<file path="config.mk">
export PLATFORM = sky130hd
export DESIGN_NAME = warp_issue_sched
export DESIGN_NICKNAME = d
export VERILOG_FILES = /design/src/rtl/warp_sched_pkg.sv /design/src/rtl/warp_sb.sv /design/src/rtl/warp_rr_pick.sv /design/src/rtl/warp_issue_sched.sv
export SDC_FILE = /design/constraint.sdc
export NUM_CORES = 1
export LEC_CHECK = 0
export CELL_PAD_IN_SITES_DETAIL_PLACEMENT = 0
export CELL_PAD_IN_SITES_GLOBAL_PLACEMENT = 1
export CORE_MARGIN = 2
export CORE_UTILIZATION = 35
export CTS_BUF_LIST = sky130_fd_sc_hd__clkbuf_4 sky130_fd_sc_hd__clkbuf_8
export DETAILED_ROUTE_END_ITERATION = 10
export GPL_TIMING_DRIVEN = 0
export PLACE_DENSITY = 0.67
export REMOVE_ABC_BUFFERS = 1
export SYNTH_ARGS = -nofsm -noshare
export SYNTH_HDL_FRONTEND = slang
export SYNTH_SLANG_ARGS = --single-unit
</file>
<file path="constraint.sdc">
create_clock -name clk -period 20.4 [get_ports clk]
set_input_delay 6.12 -clock clk [delete_from_list [all_inputs] [get_ports clk]]
set_output_delay 6.12 -clock clk [all_outputs]
set_load 0.01 [all_outputs]
</file>
<file path="src/rtl/warp_sched_pkg.sv">
package warp_sched_pkg;

    // Controller state: whether the previous cycle granted any warp
    typedef enum logic {
        SCH_IDLE   = 1'b0,
        SCH_ISSUED = 1'b1
    } sched_state_e;

endpackage

</file>
<file path="src/rtl/warp_sb.sv">
// Per-warp register countdowns. Reports which warps have a hazard-free
// next instruction.
module warp_sb #(
    parameter int NW  = 4,
    parameter int NR  = 8,
    parameter int LAT = 12
) (
    input  logic                          clk,
    input  logic                          rst_n,
    input  logic [NW*$clog2(NR)-1:0]      dst_flat,
    input  logic [NW*$clog2(NR)-1:0]      sa_flat,
    input  logic [NW*$clog2(NR)-1:0]      sb_flat,
    input  logic [NW-1:0]                 grant_mask,
    output logic [NW-1:0]                 hazard_free
);
    localparam int RW = $clog2(NR);
    localparam int CW = $clog2(LAT + 1);
    localparam logic [CW-1:0] RELOAD = CW'(LAT - 1);

    for (genvar w = 0; w < NW; w++) begin : g_warp
        logic [CW-1:0] cnt_q [NR];
        logic [RW-1:0] d_reg, a_reg, b_reg;

        assign d_reg = dst_flat[w*RW +: RW];
        assign a_reg = sa_flat[w*RW +: RW];
        assign b_reg = sb_flat[w*RW +: RW];

        for (genvar r = 0; r < NR; r++) begin : g_reg
            always_ff @(posedge clk) begin
                if (!rst_n) begin
                    cnt_q[r] <= '0;
                end else if (grant_mask[w] && (d_reg == RW'(r))) begin
                    cnt_q[r] <= RELOAD;
                end else if (cnt_q[r] != '0) begin
                    cnt_q[r] <= cnt_q[r] - 1'b1;
                end
            end
        end

        assign hazard_free[w] = (cnt_q[d_reg] == '0) &&
                                (cnt_q[a_reg] == '0) &&
                                (cnt_q[b_reg] == '0);
    end

endmodule

</file>
<file path="src/rtl/warp_rr_pick.sv">
// First set bit of a mask, searching upward and wrapping, starting
// just after a given index.
module warp_rr_pick #(
    parameter int NW = 4
) (
    input  logic [NW-1:0]          mask,
    input  logic [$clog2(NW)-1:0]  after,
    output logic                   found,
    output logic [$clog2(NW)-1:0]  idx
);
    localparam int WW = $clog2(NW);

    always_comb begin
        found = 1'b0;
        idx   = '0;
        // Descending offsets so that the nearest hit is written last
        for (int k = NW; k >= 1; k--) begin
            if (mask[(int'(after) + k) % NW]) begin
                found = 1'b1;
                idx   = WW'((int'(after) + k) % NW);
            end
        end
    end

endmodule

</file>
<file path="src/rtl/warp_issue_sched.sv">
module warp_issue_sched
    import warp_sched_pkg::*;
#(
    parameter int NW  = 4,
    parameter int NR  = 8,
    parameter int LAT = 12
) (
    input  logic                      clk,
    input  logic                      rst_n,
    input  logic [NW-1:0]             warp_valid,
    input  logic [NW-1:0]             instr_valid,
    input  logic [NW*$clog2(NR)-1:0]  instr_dst,
    input  logic [NW*$clog2(NR)-1:0]  instr_src_a,
    input  logic [NW*$clog2(NR)-1:0]  instr_src_b,
    output logic                      issue0_valid,
    output logic [$clog2(NW)-1:0]     issue0_warp,
    output logic                      issue1_valid,
    output logic [$clog2(NW)-1:0]     issue1_warp
);
    localparam int WW = $clog2(NW);
    localparam logic [WW-1:0] PTR_INIT = WW'(NW - 1);

    sched_state_e  state_q, state_d;
    logic [NW-1:0] prev_q;
    logic [WW-1:0] ptr_q;

    logic [NW-1:0] hazard_free, eligible, others, pool, pool1, grant_mask;
    logic          f0, f1;
    logic [WW-1:0] w0, w1;

    warp_sb #(.NW(NW), .NR(NR), .LAT(LAT)) u_sb (
        .clk         (clk),
        .rst_n       (rst_n),
        .dst_flat    (instr_dst),
        .sa_flat     (instr_src_a),
        .sb_flat     (instr_src_b),
        .grant_mask  (grant_mask),
        .hazard_free (hazard_free)
    );

    assign eligible = warp_valid & instr_valid & hazard_free;
    assign others   = eligible & ~prev_q;

    warp_rr_pick #(.NW(NW)) u_pick0 (
        .mask  (pool),
        .after (ptr_q),
        .found (f0),
        .idx   (w0)
    );

    assign pool1 = f0 ? (pool & ~(NW'(1) << w0)) : '0;

    warp_rr_pick #(.NW(NW)) u_pick1 (
        .mask  (pool1),
        .after (w0),
        .found (f1),
        .idx   (w1)
    );

    // State register
    always_ff @(posedge clk) begin
        if (!rst_n) begin
            state_q <= SCH_IDLE;
        end else begin
            state_q <= state_d;
        end
    end

    // Pool selection, outputs and next state
    always_comb begin
        pool    = eligible;
        state_d = state_q;
        unique case (state_q)
            SCH_IDLE: begin
                pool = eligible;
                if (f0) state_d = SCH_ISSUED;          // grant
            end
            SCH_ISSUED: begin
                pool = (others != '0) ? others : eligible;
                if (!f0) state_d = SCH_IDLE;           // drain; else keep
            end
        endcase
        issue0_valid = f0;
        issue0_warp  = w0;
        issue1_valid = f1;
        issue1_warp  = w1;
        grant_mask   = ({NW{f0}} & (NW'(1) << w0)) |
                       ({NW{f1}} & (NW'(1) << w1));
    end

    // Round-robin pointer and previous-grant record
    always_ff @(posedge clk) begin
        if (!rst_n) begin
            ptr_q  <= PTR_INIT;
            prev_q <= '0;
        end else begin
            prev_q <= grant_mask;
            if (f1) begin
                ptr_q <= w1;
            end else if (f0) begin
                ptr_q <= w0;
            end
        end
    end

endmodule

</file>
[Yosys cells after proc, flatten, opt, wreduce, memory -nomap -nowiden]
Memories as Yosys holds them, arrays and structs flattened.
Cells that the tools add are included.
Word-level totals
  memory bits (writable): 128
  register bits: 7
  memories: 4
  output and inout bits: 6
Cells by class
  $lt $le $gt $ge: 8
  bitwise logic cells: 82
  add/sub/neg operators: 40
  muxes and demuxes: 335
  reduce and logical (&&, ||, !) cells: 98
  equal/unequal tests: 28
  shift-type cells: 2
Memories
  u_sb.g_warp[0].cnt_q: words 8, width 4, rd ports 11, clocked after Yosys merged registers in 0, write ports 8, RTL line warp_sb.sv:21  | logic [CW-1:0] cnt_q [NR];
  u_sb.g_warp[1].cnt_q: words 8, width 4, rd ports 11, clocked after Yosys merged registers in 0, write ports 8, RTL line warp_sb.sv:21
  u_sb.g_warp[2].cnt_q: words 8, width 4, rd ports 11, clocked after Yosys merged registers in 0, write ports 8, RTL line warp_sb.sv:21
  u_sb.g_warp[3].cnt_q: words 8, width 4, rd ports 11, clocked after Yosys merged registers in 0, write ports 8, RTL line warp_sb.sv:21
Operator list (count)
  $mux 4: 66
  $mux 1: 250
  $reduce_bool 4->1: 33
  $sub 4x1->4 const B: 32
  $or 1x1->1: 64
  $eq 3x3->1 const B: 16
  $logic_not 4->1: 12
  $logic_and 1x1->1: 40
  $lt 3x4->1 const B: 8
  $and 4x4->4: 6
  $eq 3x2->1 const B: 8
  $mux 2: 10
  $bmux 1 s2: 8
  $reduce_or 2->1: 8
  $eq 3x1->1 const B: 4
  $logic_not 3->1: 4
  $add 2x1->2 const B: 4
  $add 2x2->2 const B: 4
  $and 1x1->1 const A: 8
  $not 4->4: 2
  $pmux 4 s2: 1
  $shl 1x2->4 const A: 2
  $or 4x4->4: 1
  $reduce_bool 2->1: 1
  $not 1->1: 1

[Depth between registers and ports, before layout]
Gate-level depths: netlist of run 1.
An unclocked memory read counts as a cell.
  word-level depth: 36
  mapped depth: 24
  depth with buffers taken out: 18

[Cells and area by module]
A second synthesis of run 1 with hierarchy kept.
Unflattened totals
  cell total of the unflattened synthesis: 914
  area, all modules: 8688.3 um2
Modules (own cells, without submodules)
  warp_sb: area each 8056.5 um2, cells an instance 828, instances 1, seq. area each 3843.7 um2
  warp_issue_sched: area each 449.2 um2, cells an instance 58, instances 1, seq. area each 140.1 um2
  warp_rr_pick: area each 91.3 um2, cells an instance 14, instances 2, seq. area each 0.0 um2

[Worst setup path before layout of run 1]
No wires, ideal clock.
  kind: input port to output port
  from: input instr_dst[9]
  to: output issue1_warp[1]
  path buffers: 2
  data arrival time: 9.872 ns
  path slack: 4.408 ns
  cell stages on the path: 18
  cells stage by stage: clkbuf_1 -> nand3b_1 -> nor2_1 -> nor4_2 -> nand4b_1 -> or3_1 -> a211oi_1 -> a21o_1 -> a22oi_1 -> o21ai_1 -> inv_1 -> ha_1 -> nor2_1 -> clkbuf_1 -> a21oi_1 -> a21o_1 -> o221ai_1 -> inv_1
On the way
  longest elaborated chain between the ends: 27
  elaborated cells on any way between the ends: 53
  those cells by class: add/sub: 4; shift: 1; mux: 39; bitwise: 4; reduce/logical: 4; memory: 1
Ends and longest elaborated chain
  from (decl): RTL line warp_issue_sched.sv:12  | input logic [NW*$clog2(NR)-1:0] instr_dst,
  $mem_v2 8x4 (*)
  $logic_not 4->1 (*): RTL line warp_sb.sv:40  | assign hazard_free[w] = (cnt_q[d_reg] == '0) &&
  $logic_and 1x1->1 (*): RTL line warp_sb.sv:40
  $logic_and 1x1->1 (*): RTL line warp_sb.sv:41  | (cnt_q[a_reg] == '0) &&
  $and 4x4->4 (*): RTL line warp_issue_sched.sv:41  | assign eligible = warp_valid & instr_valid & hazard_free;
  $and 4x4->4: RTL line warp_issue_sched.sv:42  | assign others = eligible & ~prev_q;
  $reduce_bool 4->1: RTL line warp_issue_sched.sv:79  | pool = (others != '0) ? others : eligible;
  $mux 4: RTL line warp_issue_sched.sv:79
  [... 8 more ...]
  named net issue0_warp[0]: RTL line warp_issue_sched.sv:16  | output logic [$clog2(NW)-1:0] issue0_warp,
  $shl 1x2->4: RTL line warp_issue_sched.sv:51  | assign pool1 = f0 ? (pool & ~(NW'(1) << w0)) : '0;
  $not 4->4: RTL line warp_issue_sched.sv:51
  $and 4x4->4: RTL line warp_issue_sched.sv:51
  $mux 4: RTL line warp_issue_sched.sv:51
  $bmux 1 s2: RTL line warp_rr_pick.sv:18  | if (mask[(int'(after) + k) % NW]) begin
  $mux 1 (implied by the code) (2 in series): RTL line warp_rr_pick.sv:18
  $mux 2 (3 in series): RTL line warp_rr_pick.sv:18
  $mux 2 (*): RTL line warp_rr_pick.sv:18
  to (decl): RTL line warp_issue_sched.sv:18  | output logic [$clog2(NW)-1:0] issue1_warp
The timed path passes the listed nets; every way through them passes the cells marked *. The select of a mux whose other input is x is not followed.

[Worst setup path after layout of run 1]
  from: input instr_dst[4]
  to: output issue1_warp[1]
On the way
  longest elaborated chain between the ends: 27
  elaborated cells on any way between the ends: 53
  those cells by class: add/sub: 4; shift: 1; mux: 39; bitwise: 4; reduce/logical: 4; memory: 1
Ends and longest elaborated chain (RTL line)
  $mem_v2 8x4 (*)
  $logic_not 4->1 (*): warp_sb.sv:40
  $logic_and 1x1->1 (*): warp_sb.sv:40
  $logic_and 1x1->1 (*): warp_sb.sv:41
  $and 4x4->4 (*): warp_issue_sched.sv:41
  $and 4x4->4: warp_issue_sched.sv:42
  $reduce_bool 4->1: warp_issue_sched.sv:79
  $mux 4: warp_issue_sched.sv:79
  [... 8 more ...]
  $shl 1x2->4: warp_issue_sched.sv:51
  $not 4->4: warp_issue_sched.sv:51
  $and 4x4->4: warp_issue_sched.sv:51
  $mux 4: warp_issue_sched.sv:51
  $bmux 1 s2: warp_rr_pick.sv:18
  $mux 1 (implied by the code) (2 in series): warp_rr_pick.sv:18
  $mux 2 (3 in series): warp_rr_pick.sv:18
  $mux 2 (*): warp_rr_pick.sv:18
Every way passes the cells marked *; elsewhere a longest branch is shown, timed or not. The select of a mux whose other input is x is not followed.

==> results of run 1 <==
per-stage QoR:
step	setup slack [ps]	instances	area (um2)	hold WS (ps)	total power, mW
floorplan	4580	1095	10000	576	1.13
global placement	2280	1530	11000	635	1.33
detailed placement	2400	1533	11100	638	1.35
CTS	2320	1565	11600	654	1.63
global route	1780	1565	11600	679	1.76
finish	2310	1565	11600	654	1.62
power by group through the flow:
stage / clock network (mW) / logic [mW] / registers [mW]
floorplan: 0 / 0.575 / 0.554
CTS: 0.281 / 0.772 / 0.575
detailed placement: 0 / 0.767 / 0.582
global placement: 0 / 0.751 / 0.579
finish: 0.274 / 0.769 / 0.576
global route: 0.292 / 0.874 / 0.595
cells by family (layout without fill, tap and decap cells):
group                    after synthesis  count (layout)  synth area share
flip-flops                           135             135             0.389
adder cells (fa/ha/maj)               36              36            0.0440
multiplexers                          44              44            0.0444
AO/OA/AOI/OAI                        309             309             0.217
XOR/XNOR                               2               2           0.00171
AND/OR/NAND/NOR                      490             490             0.252
buffers and inverters                132             165            0.0518
flip-flops by register name (all words and copies together), names as in the netlist:
| name | cells |
|---|---|
| prev_q | 4 |
| state_q | 1 |
| ptr_q | 2 |
| u_sb.g_warp.cnt_q | 128 |
worst max-delay path: cells and delay by family:
family                     cells  cell delay (ps)
AOI/OAI and AO/OA             10             3190
buffers and inverters          4             1460
and+or+nand+nor                3              960
adders and majority gates      1              250
worst paths after layout:
| check | from | end | slack, ps | cells past startpoint |
|---|---|---|---|---|
| max | instr_dst[4] | issue1_warp[1] | 2310 | 18 |
| min | ptr_q[0] | ptr_q[0] | 650 | 2 |
| max reg2reg | u_sb.g_warp[3].cnt_q[4][0] | u_sb.g_warp[0].cnt_q[1][1] | 12750 | 18 |
| min reg2reg | ptr_q[0] | ptr_q[0] | 650 | 2 |
layout make-up:
class,count,share of cell area
Multi-Input combinational cell,881,0.496
Sequential cell,135,0.345
Timing Repair Buffer,54,0.0505
Tap cell,384,0.0416
Inverter,79,0.0257
Clock inverter,15,0.0209
Clock buffer,17,0.0202
placed cells by master (no fill, tap or decap), drive strengths merged, types with 21 or more instances in the layout:
cell type and count:
nor3 31, nand2b 23, o22ai 25, or3 33, mux2i 42, nand3 35, ha 36, nor4 42
nand3b 21, a21oi 75, nor3b 21, edfxtp 128, nand2 112, inv 83, a31oi 48, nor2 97
clkdlybuf4s50 50
metal layers:
| layer | track usage | vias up | wire (um) |
|---|---|---|---|
| li1 | - | 4474 | - |
| met1 | 0.229 | 4296 | 12500 |
| met2 | 0.286 | 132 | 12200 |
| met3 | 0.0296 | 22 | 922 |
| met4 | 0.0365 | 0 | 214 |
| met5 | 0 | - | 0 |
==> results_tabular.tex, run 1 <==
\begin{tabular}{lr}
\hline
Metric & Value \\
\hline
\multicolumn{2}{l}{\textbf{Outcome}} \\
\quad Status & complete, no violations \\
\multicolumn{2}{l}{\textbf{STA}} \\
\quad Minimum period implied by the final worst setup slack & 18090 ps \\
\quad Final hold violation count & 0 \\
\quad Final count of pins violating max slew & 0 \\
\quad Clock Skews & around 20 ps \\
\quad Timing-limited maximum frequency & 55.3 MHz \\
\quad Period utilization & 0.887 \\
\quad Final number of setup-violating endpoints & 0 \\
\quad Summed negative setup slack over all endpoints & 0 ps \\
\quad Worst rel slew slack & 0.141 \\
\quad RSZ-0062 raised after global routing & no \\
\quad Tightest Pin Transition & roughly 1300 ps \\
\multicolumn{2}{l}{\textbf{Cells and area}} \\
\quad \# diodes & 0 \\
\quad Synthesis-to-finish area growth & 12.9\% \\
\quad Final layout net count & 1250 \\
\quad Count of fill cells added during filler insertion & 2898 \\
\quad Fraction of final layout cells with drive strength greater than 1 & 0.0686 \\
\quad Multi-input combinational cell area & 5740 um2 \\
\quad Util after Layout & 0.401 \\
\quad Area used by sequential logic in the layout & 3980 um2 \\
\multicolumn{2}{l}{\textbf{Route}} \\
\quad Average vias per placed instance & 5.70 \\
\quad Wire length per cell & about 17 um \\
\quad Total Wirelength & approximately 26000 um \\
\quad ANT nets after route & 0 \\
\quad First DRT Iteration DRCs & 581 \\
\quad DRT Pass-1 Iters & 5 \\
\quad Vias after detailed routing & between 8000 and 9000 \\
\quad Post-detailed-route DRC marker count & 0 \\
\multicolumn{2}{l}{\textbf{Job}} \\
\quad Maxcap violations & 0 \\
\multicolumn{2}{l}{\textbf{Floorplan}} \\
\quad Initial Util & 0.356 \\
\quad Die footprint & 30600 um2 \\
\quad Std-Cell Rows & 62 \\
\quad Die outline height & 175 um \\
\quad Die W & 175 um \\
\quad Core ar. & 28800 um2 \\
\quad Top-level port count & 52 \\
\multicolumn{2}{l}{\textbf{GRT}} \\
\quad Via count of the first global-routing pass & about 8500 \\
\quad First-pass GRT wire length & $\sim$43000 um \\
\quad Pin count of the biggest net entering global routing & 64 \\
\quad Total global routing overflow & 0 \\
\quad Aggregate global-route resource usage & 0.170 \\
\quad Number of antenna violations at the first check in global routing & 0 \\
\multicolumn{2}{l}{\textbf{Clock network}} \\
\quad Total CTS buffers & 17 \\
\quad Root buffer cell & clkbuf\_8 \\
\quad Clock tree from TritonCTS & done \\
\quad Clock Pin Slew Worst Setup and Hold Paths & around 80 ps \\
\quad Hold-fix buffers at CTS & 0 \\
\quad Post-cts sizing count & 0 \\
\quad Clock latency of the later-clocked register in the worst-skew pair & 470 ps \\
\quad CTS HTree Levels & 4 \\
\quad Clk sinks & $\sim$140 \\
\quad Buffer depth of the longest clock path & 2 \\
\quad Post-CTS setup buffer count & 0 \\
\multicolumn{2}{l}{\textbf{Logic synthesis}} \\
\quad Fraction of post-synthesis cell area in the top cell type by area & 0.376 \\
\quad Synthesized instance count & 1148 \\
\quad Share of flip-flops with an asynchronous set or reset & 0 \\
\quad Top post-synthesis cells by area & edfxtp\_1 38\%, ha\_1 4.4\%, mux2i\_1 4.1\% \\
\quad Synth Area per Inst & 8.92 um2 \\
\quad Sequential-to-total area share from yosys stat & 0.389 \\
\quad Synth area leader & edfxtp\_1 \\
\quad Yosys warning count & 0 \\
\quad Number of enable-type register cells in the synthesized netlist & 128 \\
\quad Most instantiated flip-flop cell in the synthesis netlist & edfxtp\_1 \\
\quad Post-synth cell types & 77 \\
\quad Cell Area, Synth & 10200 um2 \\
\quad Most frequent cell after synthesis & edfxtp\_1 \\
\quad Most frequent cells after synthesis & 128 x edfxtp\_1, 112 x nand2\_1, 97 x nor2\_1 \\
\quad Synth Register Bits & 135 \\
\multicolumn{2}{l}{\textbf{Pwr}} \\
\quad Internal power component & 0.942 mW \\
\quad Worst voltage drop across the vdd grid & 50.5 uV \\
\quad Fraction of power consumed by the clock network & 0.169 \\
\quad Sequential Power Share & 0.356 \\
\quad Power density normalized to cell area & $\sim$140 nW/um2 \\
\quad Static leakage power & 4.27 nW \\
\quad Part of the total power dissipated in combinational logic & 0.475 \\
\quad Switching share of total power & 0.418 \\
\quad Net Switching & 0.677 mW \\
\multicolumn{2}{l}{\textbf{Setup path}} \\
\quad WS Path Type & input pin to primary output \\
\quad Critical Path Fanout Max & 11 \\
\quad Largest stage delay, worst path & 860 ps \\
\quad Arrival time worst endpoint & 11970 ps \\
\quad CP Cell Sequence & clkdlybuf4s50\_1, nand2b\_1, o22ai\_1, nor4\_1, o2111ai\_1, o22ai\_1, a211oi\_1, a21o\_1, a22oi\_1, o21ai\_1, inv\_1, ha\_1, nor2\_1, a21oi\_1, a21o\_1, o221ai\_1, inv\_1, clkdlybuf4s50\_1 \\
\quad Critical path required time & 14280 ps \\
\quad Sort of element at the start of the critical path & input pin \\
\quad CP Capture Type & primary output \\
\quad Cell with the biggest individual delay on the critical path & o2111ai\_1 \\
\multicolumn{2}{l}{\textbf{Placement}} \\
\quad Final HPWL DP & between 15000 and 20000 um \\
\quad I/O Buffers & 51 \\
\quad Global placer's final weighted congestion & 0.781 \\
\multicolumn{2}{l}{\textbf{Min path}} \\
\quad Type of the worst min-delay path & flop to flop \\
\hline
\end{tabular}
(Power assumes the default switching activity.)
==> run 2: changes to the inputs <==
--- a/config.mk
+++ b/config.mk
@@ -17,3 +17,4 @@
 export SYNTH_ARGS = -nofsm -noshare
 export SYNTH_HDL_FRONTEND = slang
 export SYNTH_SLANG_ARGS = --single-unit
+export TNS_END_PERCENT = 20
==> constraint.sdc (replaced) <==
create_clock -name clk -period 20.3 [get_ports clk]
set_input_delay 6.09 -clock clk [delete_from_list [all_inputs] [get_ports clk]]
set_output_delay 6.09 -clock clk [all_outputs]
set_load 0.01 [all_outputs]
==> results of run 2 <==
Same layout as run 1 (identical final DEF). Status: complete, no violations.
Main changes from that run: setup slack after placement 2400 ps -> 2360 ps; setup slack after layout 2310 ps -> 2270 ps; register-to-register setup slack 12750 ps -> 12650 ps; total power 1.62 mW -> 1.63 mW; worst IR drop on VDD 50.5 uV -> 50.8 uV
